--- src/rtl/memwait_pkg.sv ---
package memwait_pkg;

  typedef enum logic [1:0] {
    SPD_BASE = 2'd0,
    SPD_X2   = 2'd1,
    SPD_X4   = 2'd2,
    SPD_TOP  = 2'd3
  } speed_e;

  typedef enum logic [1:0] {
    WK_NONE    = 2'd0,
    WK_FIXED   = 2'd1,
    WK_CONTEND = 2'd2
  } wkind_e;

endpackage

--- src/rtl/memwait_decode.sv ---
module memwait_decode
  import memwait_pkg::*;
#(
  parameter int          ADDR_W      = 16,
  parameter logic [15:0] VID_LO      = 16'h4000,
  parameter logic [15:0] VID_HI      = 16'h7FFF,
  parameter bit          DMA_CONTEND = 1'b1
) (
  input  logic [1:0]        speed,
  input  logic              contend_en,
  input  logic              vid_fetch,
  input  logic              is_write,
  input  logic              is_dma,
  input  logic [ADDR_W-1:0] addr,
  output wkind_e            kind
);

  localparam logic [ADDR_W-1:0] WIN_LO = ADDR_W'(VID_LO);
  localparam logic [ADDR_W-1:0] WIN_HI = ADDR_W'(VID_HI);

  logic in_window;
  logic may_contend;

  assign in_window   = (addr >= WIN_LO) && (addr <= WIN_HI);
  assign may_contend = !is_dma || DMA_CONTEND;

  always_comb begin
    kind = WK_NONE;
    case (speed_e'(speed))
      SPD_TOP:  if (!is_write) kind = WK_FIXED;
      SPD_BASE: if (contend_en && vid_fetch && in_window && may_contend)
                  kind = WK_CONTEND;
      default:  kind = WK_NONE;
    endcase
  end

endmodule

--- src/rtl/memwait_seq.sv ---
module memwait_seq
  import memwait_pkg::*;
#(
  parameter int TOP_WAITS = 1,
  parameter int CONT_MAX  = 8
) (
  input  logic   clk,
  input  logic   rst,
  input  logic   start,
  input  wkind_e kind,
  input  logic   vid_fetch,
  output logic   wait_req
);

  localparam int REM_W = (TOP_WAITS > 1) ? $clog2(TOP_WAITS) : 1;
  localparam int STL_W = $clog2(CONT_MAX + 1);

  logic             wait_q;
  wkind_e           mode_q;
  logic [REM_W-1:0] rem_q;
  logic [STL_W-1:0] stall_q;

  always_ff @(posedge clk) begin
    if (rst) begin
      wait_q  <= 1'b0;
      mode_q  <= WK_NONE;
      rem_q   <= '0;
      stall_q <= '0;
    end else if (!wait_q) begin
      if (start && kind != WK_NONE) begin
        wait_q  <= 1'b1;
        mode_q  <= kind;
        rem_q   <= REM_W'(TOP_WAITS - 1);
        stall_q <= STL_W'(1);
      end
    end else begin
      case (mode_q)
        WK_FIXED: begin
          if (rem_q == '0) wait_q <= 1'b0;
          else             rem_q  <= rem_q - 1'b1;
        end
        WK_CONTEND: begin
          if (!vid_fetch || stall_q == STL_W'(CONT_MAX)) wait_q <= 1'b0;
          else                                           stall_q <= stall_q + 1'b1;
        end
        default: wait_q <= 1'b0;
      endcase
    end
  end

  assign wait_req = wait_q;


  stall_cap_chk: assert property (@(posedge clk) disable iff (rst)
    wait_q && mode_q == WK_CONTEND |-> stall_q <= STL_W'(CONT_MAX));


  contend_release_chk: assert property (@(posedge clk) disable iff (rst)
    wait_q && mode_q == WK_CONTEND && !vid_fetch |=> !wait_q);

endmodule

--- src/rtl/memwait_count.sv ---
module memwait_count #(
  parameter int CNT_W = 16
) (
  input  logic             clk,
  input  logic             rst,
  input  logic             inc,
  output logic [CNT_W-1:0] count
);

  logic [CNT_W-1:0] cnt_q;

  always_ff @(posedge clk) begin
    if (rst)      cnt_q <= '0;
    else if (inc) cnt_q <= cnt_q + 1'b1;
  end

  assign count = cnt_q;


  cnt_step_chk: assert property (@(posedge clk) disable iff (rst)
    inc |=> cnt_q == $past(cnt_q) + 1'b1);


  cnt_hold_chk: assert property (@(posedge clk) disable iff (rst)
    !inc |=> $stable(cnt_q));

endmodule

--- src/rtl/memwait_ctrl.sv ---
module memwait_ctrl
  import memwait_pkg::*;
#(
  parameter int          ADDR_W      = 16,
  parameter int          CNT_W       = 16,
  parameter int          TOP_WAITS   = 1,
  parameter int          CONT_MAX    = 8,
  parameter logic [15:0] VID_LO      = 16'h4000,
  parameter logic [15:0] VID_HI      = 16'h7FFF,
  parameter bit          DMA_CONTEND = 1'b1
) (
  input  logic              clk,
  input  logic              rst,
  input  logic [1:0]        speed,
  input  logic              contend_en,
  input  logic              vid_fetch,
  input  logic              cyc_start,
  input  logic              cyc_write,
  input  logic              cyc_dma,
  input  logic [ADDR_W-1:0] cyc_addr,
  output logic              wait_req,
  output logic [CNT_W-1:0]  wait_cnt
);

  wkind_e kind;

  memwait_decode #(
    .ADDR_W(ADDR_W), .VID_LO(VID_LO), .VID_HI(VID_HI), .DMA_CONTEND(DMA_CONTEND)
  ) u_decode (
    .speed(speed), .contend_en(contend_en), .vid_fetch(vid_fetch),
    .is_write(cyc_write), .is_dma(cyc_dma), .addr(cyc_addr), .kind(kind)
  );

  memwait_seq #(
    .TOP_WAITS(TOP_WAITS), .CONT_MAX(CONT_MAX)
  ) u_seq (
    .clk(clk), .rst(rst), .start(cyc_start), .kind(kind),
    .vid_fetch(vid_fetch), .wait_req(wait_req)
  );

  memwait_count #(.CNT_W(CNT_W)) u_count (
    .clk(clk), .rst(rst), .inc(wait_req), .count(wait_cnt)
  );


  top_read_wait_chk: assert property (@(posedge clk) disable iff (rst)
    cyc_start && !wait_req && speed == 2'd3 && !cyc_write |=> wait_req);


  top_write_free_chk: assert property (@(posedge clk) disable iff (rst)
    cyc_start && !wait_req && speed == 2'd3 && cyc_write |=> !wait_req);


  mid_speed_free_chk: assert property (@(posedge clk) disable iff (rst)
    !wait_req && (speed == 2'd1 || speed == 2'd2) |=> !wait_req);


  no_contend_off_chk: assert property (@(posedge clk) disable iff (rst)
    !wait_req && speed == 2'd0 && (!contend_en || !vid_fetch) |=> !wait_req);


  reset_idle_chk: assert property (@(posedge clk)
    rst |=> !wait_req && wait_cnt == '0);

endmodule

--- config.mk ---
export PLATFORM = sky130hd
export DESIGN_NAME = memwait_ctrl
export DESIGN_NICKNAME = d
export VERILOG_FILES = /design/src/rtl/memwait_pkg.sv /design/src/rtl/memwait_decode.sv /design/src/rtl/memwait_seq.sv /design/src/rtl/memwait_count.sv /design/src/rtl/memwait_ctrl.sv
export SDC_FILE = /design/constraint.sdc
export NUM_CORES = 1
export LEC_CHECK = 0
export CORE_MARGIN = 8
export CORE_UTILIZATION = 35
export CTS_BUF_LIST = sky130_fd_sc_hd__clkbuf_2 sky130_fd_sc_hd__clkbuf_4 sky130_fd_sc_hd__clkbuf_8
export CTS_CLUSTER_DIAMETER = 150
export DETAILED_ROUTE_END_ITERATION = 12
export HOLD_SLACK_MARGIN = 0.03
export PLACE_DENSITY_LB_ADDON = 0.3
export SLEW_MARGIN = 25
export SYNTH_ARGS = -nofsm -noshare
export SYNTH_HDL_FRONTEND = slang
export SYNTH_HIERARCHICAL = 1
export SYNTH_SLANG_ARGS = --single-unit
--- constraint.sdc ---
create_clock -name clk -period 2.2 [get_ports clk]
set_input_delay 0.44 -clock clk [delete_from_list [all_inputs] [get_ports clk]]
set_output_delay 0.44 -clock clk [all_outputs]
set_load 0.05 [all_outputs]
==> results.toml <==
[run_status]
status = "finished clean"

[logic_synthesis]
syn_area_um2 = 1185
async_flop_share_pct = 0
synth_area_leader_cell = "dfxtp_1"
yosysMostFrequentCell = "dfxtp_1"
postSynthAreaPerCell_um2 = 9.185
synth_common_cells = "23 x dfxtp_1, 18 x nor2_1, 8 x nand2_1"
syn-instance-count = 129
yosysWarningCount = 6
synth_top_area_share_pct = 38.86
ys_types = 40
synthTopCellsByArea = "dfxtp_1 39%, nor2_1 5.7%, ha_1 5.3%, xnor2_1 4.4%, a21oi_1 3.0%"
synth-seq-cells = 23
ys_seq_area_share_pct = 38.86
ys.flop_type = "dfxtp_1"
synth_fp_nets = 159
synth_edf_count = 0

[die]
dieWidth_um = 74.19
io_pins = 42
num_rows = 21
dieArea_um2 = 5503
start_util_pct = 36.08
die_h_um = 74.19
core_area_um2 = 3284

[cts]
ctsHtreeMaxLevel = 1
cts_setup_buffers = 0
path_clk_slew_ns = 0.12
cts.sinks = 23
cts_resized = 0
worstSkewPairLatency_ns = 0.31
ctsHoldBuffers = 0
cts_tree = "yes"
cts_made_buffers = 3
clock_path_buffers = 2
clockRootBuffer = "clkbuf_4"

[placement]
place_ws_ns = 0.09564
dp_cells = 200
gp_congestion = 0.8553
io_buffers = 26
place_hpwl_um = 1942

[global_routing]
grt_max_degree = 21
grt_usage_pct = 10.12
grt_pass1_vias = 1028
grt_pass1_wl_um = 4360
grt_overflow_total = 0
grt_antenna_before_repair = 0

[sta]
setup_tns_ns = 0
setup_violations = 0
fin_ws_ns = 0.1021
rsz0062_at_grt = "false"
hold_viol = 0
hold_ws_ns = 0.4866
period_share_pct = 95.36
fin_crit_ns = 2.098
clock_skew_ns = 0.003120
relSlewSlack_pct = 65.79
fmax_ghz = 0.4767
worst_pin_slew_ns = 0.5115
slew_viol_final = 0

[critical_path]
crit_chain = "clkdlybuf4s50_1"
reg2reg_from = "u_count/count[5]"
crit_buf_inv = 1
reg2reg_slack_ns = 0.35
startpoint = "u_count/count[5]"
crit_type = "reg2out"
worst-path-max-fanout = 7
rr_worst_depth = 4
crit_path_max_incr_delay_ns = 0.87
endpoint_kind = "output port"
cp.arrival_ns = 1.66
path_depth = 1
critPathCapture = "wait_cnt[5]"
cp_top_family = "buffers and inverters"
slowest_stage = "clkdlybuf4s50_1"
r2r-end = "u_count/count[14]"
startpoint_type = "register"
cp.required_ns = 1.76

[power]
total_power_mw = 0.6742
vdd_drop_max_mv = 0.2256
p_per_area_nw_per_um2 = 439.5
cellLeakagePower_nw = 0.5530

[cells_and_area]
fin_cells = 204
drive_above_1_share_pct = 11.39
area_growth_pct = 29.46
n_antenna_cell = 0
final_nets = 189

[detailed_routing]
antenna_left = 0
drtIter0Drc = 32
drc = 0
wl_per_cell_um = 12.19
drtPass1Iterations = 4
viasPerCell = 4.868
vias = 993
routed_wl_um = 2487

[flow_run]
max_cap_viol_count = 0

[min_path]
hold_path.class = "reg2reg"
sequential cells by signal, indices dropped and copies added (netlist names):
name,cells
u_seq/stall_q,4
u_seq/mode_q,2
u_seq/wait_req,1
u_count/count,16
where the power goes:
group	internal [mW]	total (mW)	switching [mW]
clock	0.0831	0.205	0.122
sequential	0.419	0.421	0.00269
combinational	0.0249	0.0477	0.0229
area by class of cell:
| cell class | instances | area (um^2) |
|---|---|---|
| Multi-Input combinational cell | 96 | 685.7 |
| Clock buffer | 4 | 30.03 |
| Timing Repair Buffer | 28 | 272.8 |
| Sequential cell | 23 | 460.4 |
| Tap cell | 46 | 57.56 |
| Fill cell | 311 | 1750 |
| Inverter | 7 | 27.53 |
layout by cell type (no fill, tap or decap), types with 2 or more instances in the layout:
cell type	count
nor4_1	3
a21oi_1	7
nor2b_1	2
clkbuf_4	4
nand3b_1	3
inv_1	6
xor2_1	4
nand2b_1	2
o221ai_1	3
mux2_2	2
clkdlybuf4s50_1	25
xnor2_1	6
dfxtp_1	23
buf_4	3
nor2_1	18
nand2_1	8
nand4_1	2
or3_1	2
ha_1	5
nand3_1	5
nor3_1	4
worst reg2reg max path: cells and delay by family, from the launching register on:
family | cells | cell delay, ns
muxes | 1 | 0.37
DFF | 1 | 0.48
and+or+nand+nor | 3 | 0.90
worst min path at each step:
stage | startpoint | to | cells past startpoint
after floorplan | u_seq/mode_q[0] | u_seq/mode_q[0] | 2
after global placement | u_seq/mode_q[0] | u_seq/mode_q[0] | 2
after detailed placement | u_seq/mode_q[0] | u_seq/mode_q[0] | 2
after CTS | u_seq/mode_q[0] | u_seq/mode_q[0] | 2
after global routing | u_seq/mode_q[0] | u_seq/mode_q[0] | 2
final | u_seq/mode_q[0] | u_seq/mode_q[0] | 2
metrics by stage:
| stage | instance area [um^2] | utilization [%] |
|---|---|---|
| floorplan | 1185 | - |
| global placement | 1504 | 45.79 |
| detailed placement | 1504 | 45.79 |
| CTS | 1534 | 46.70 |
| global route | 1534 | 46.70 |
| finish | 1534 | 46.70 |
routing by layer:
| layer | vias to the layer above | wire length [um] | global-route usage [%] |
|---|---|---|---|
| li1 | 513 | - | - |
| met1 | 464 | 1114 | 11.24 |
| met2 | 12 | 1218 | 16.89 |
| met3 | 4 | 102 | 2.426 |
| met4 | 0 | 52 | 6.430 |
| met5 | - | 0 | 0 |
logic make-up (layout without fill, tap and decap cells):
kind of cell    after synthesis  after routing  synth area share, %
simple gates                 62             62                33.47
flops                        23             23                38.86
compound gates               16             16                8.976
xor+xnor                     10             10                7.391
buf+inv                      10             39                3.273
fa+ha+maj                     5              5                5.280
mux                           3              3                2.745
Power figures use the tool's default switching activity.
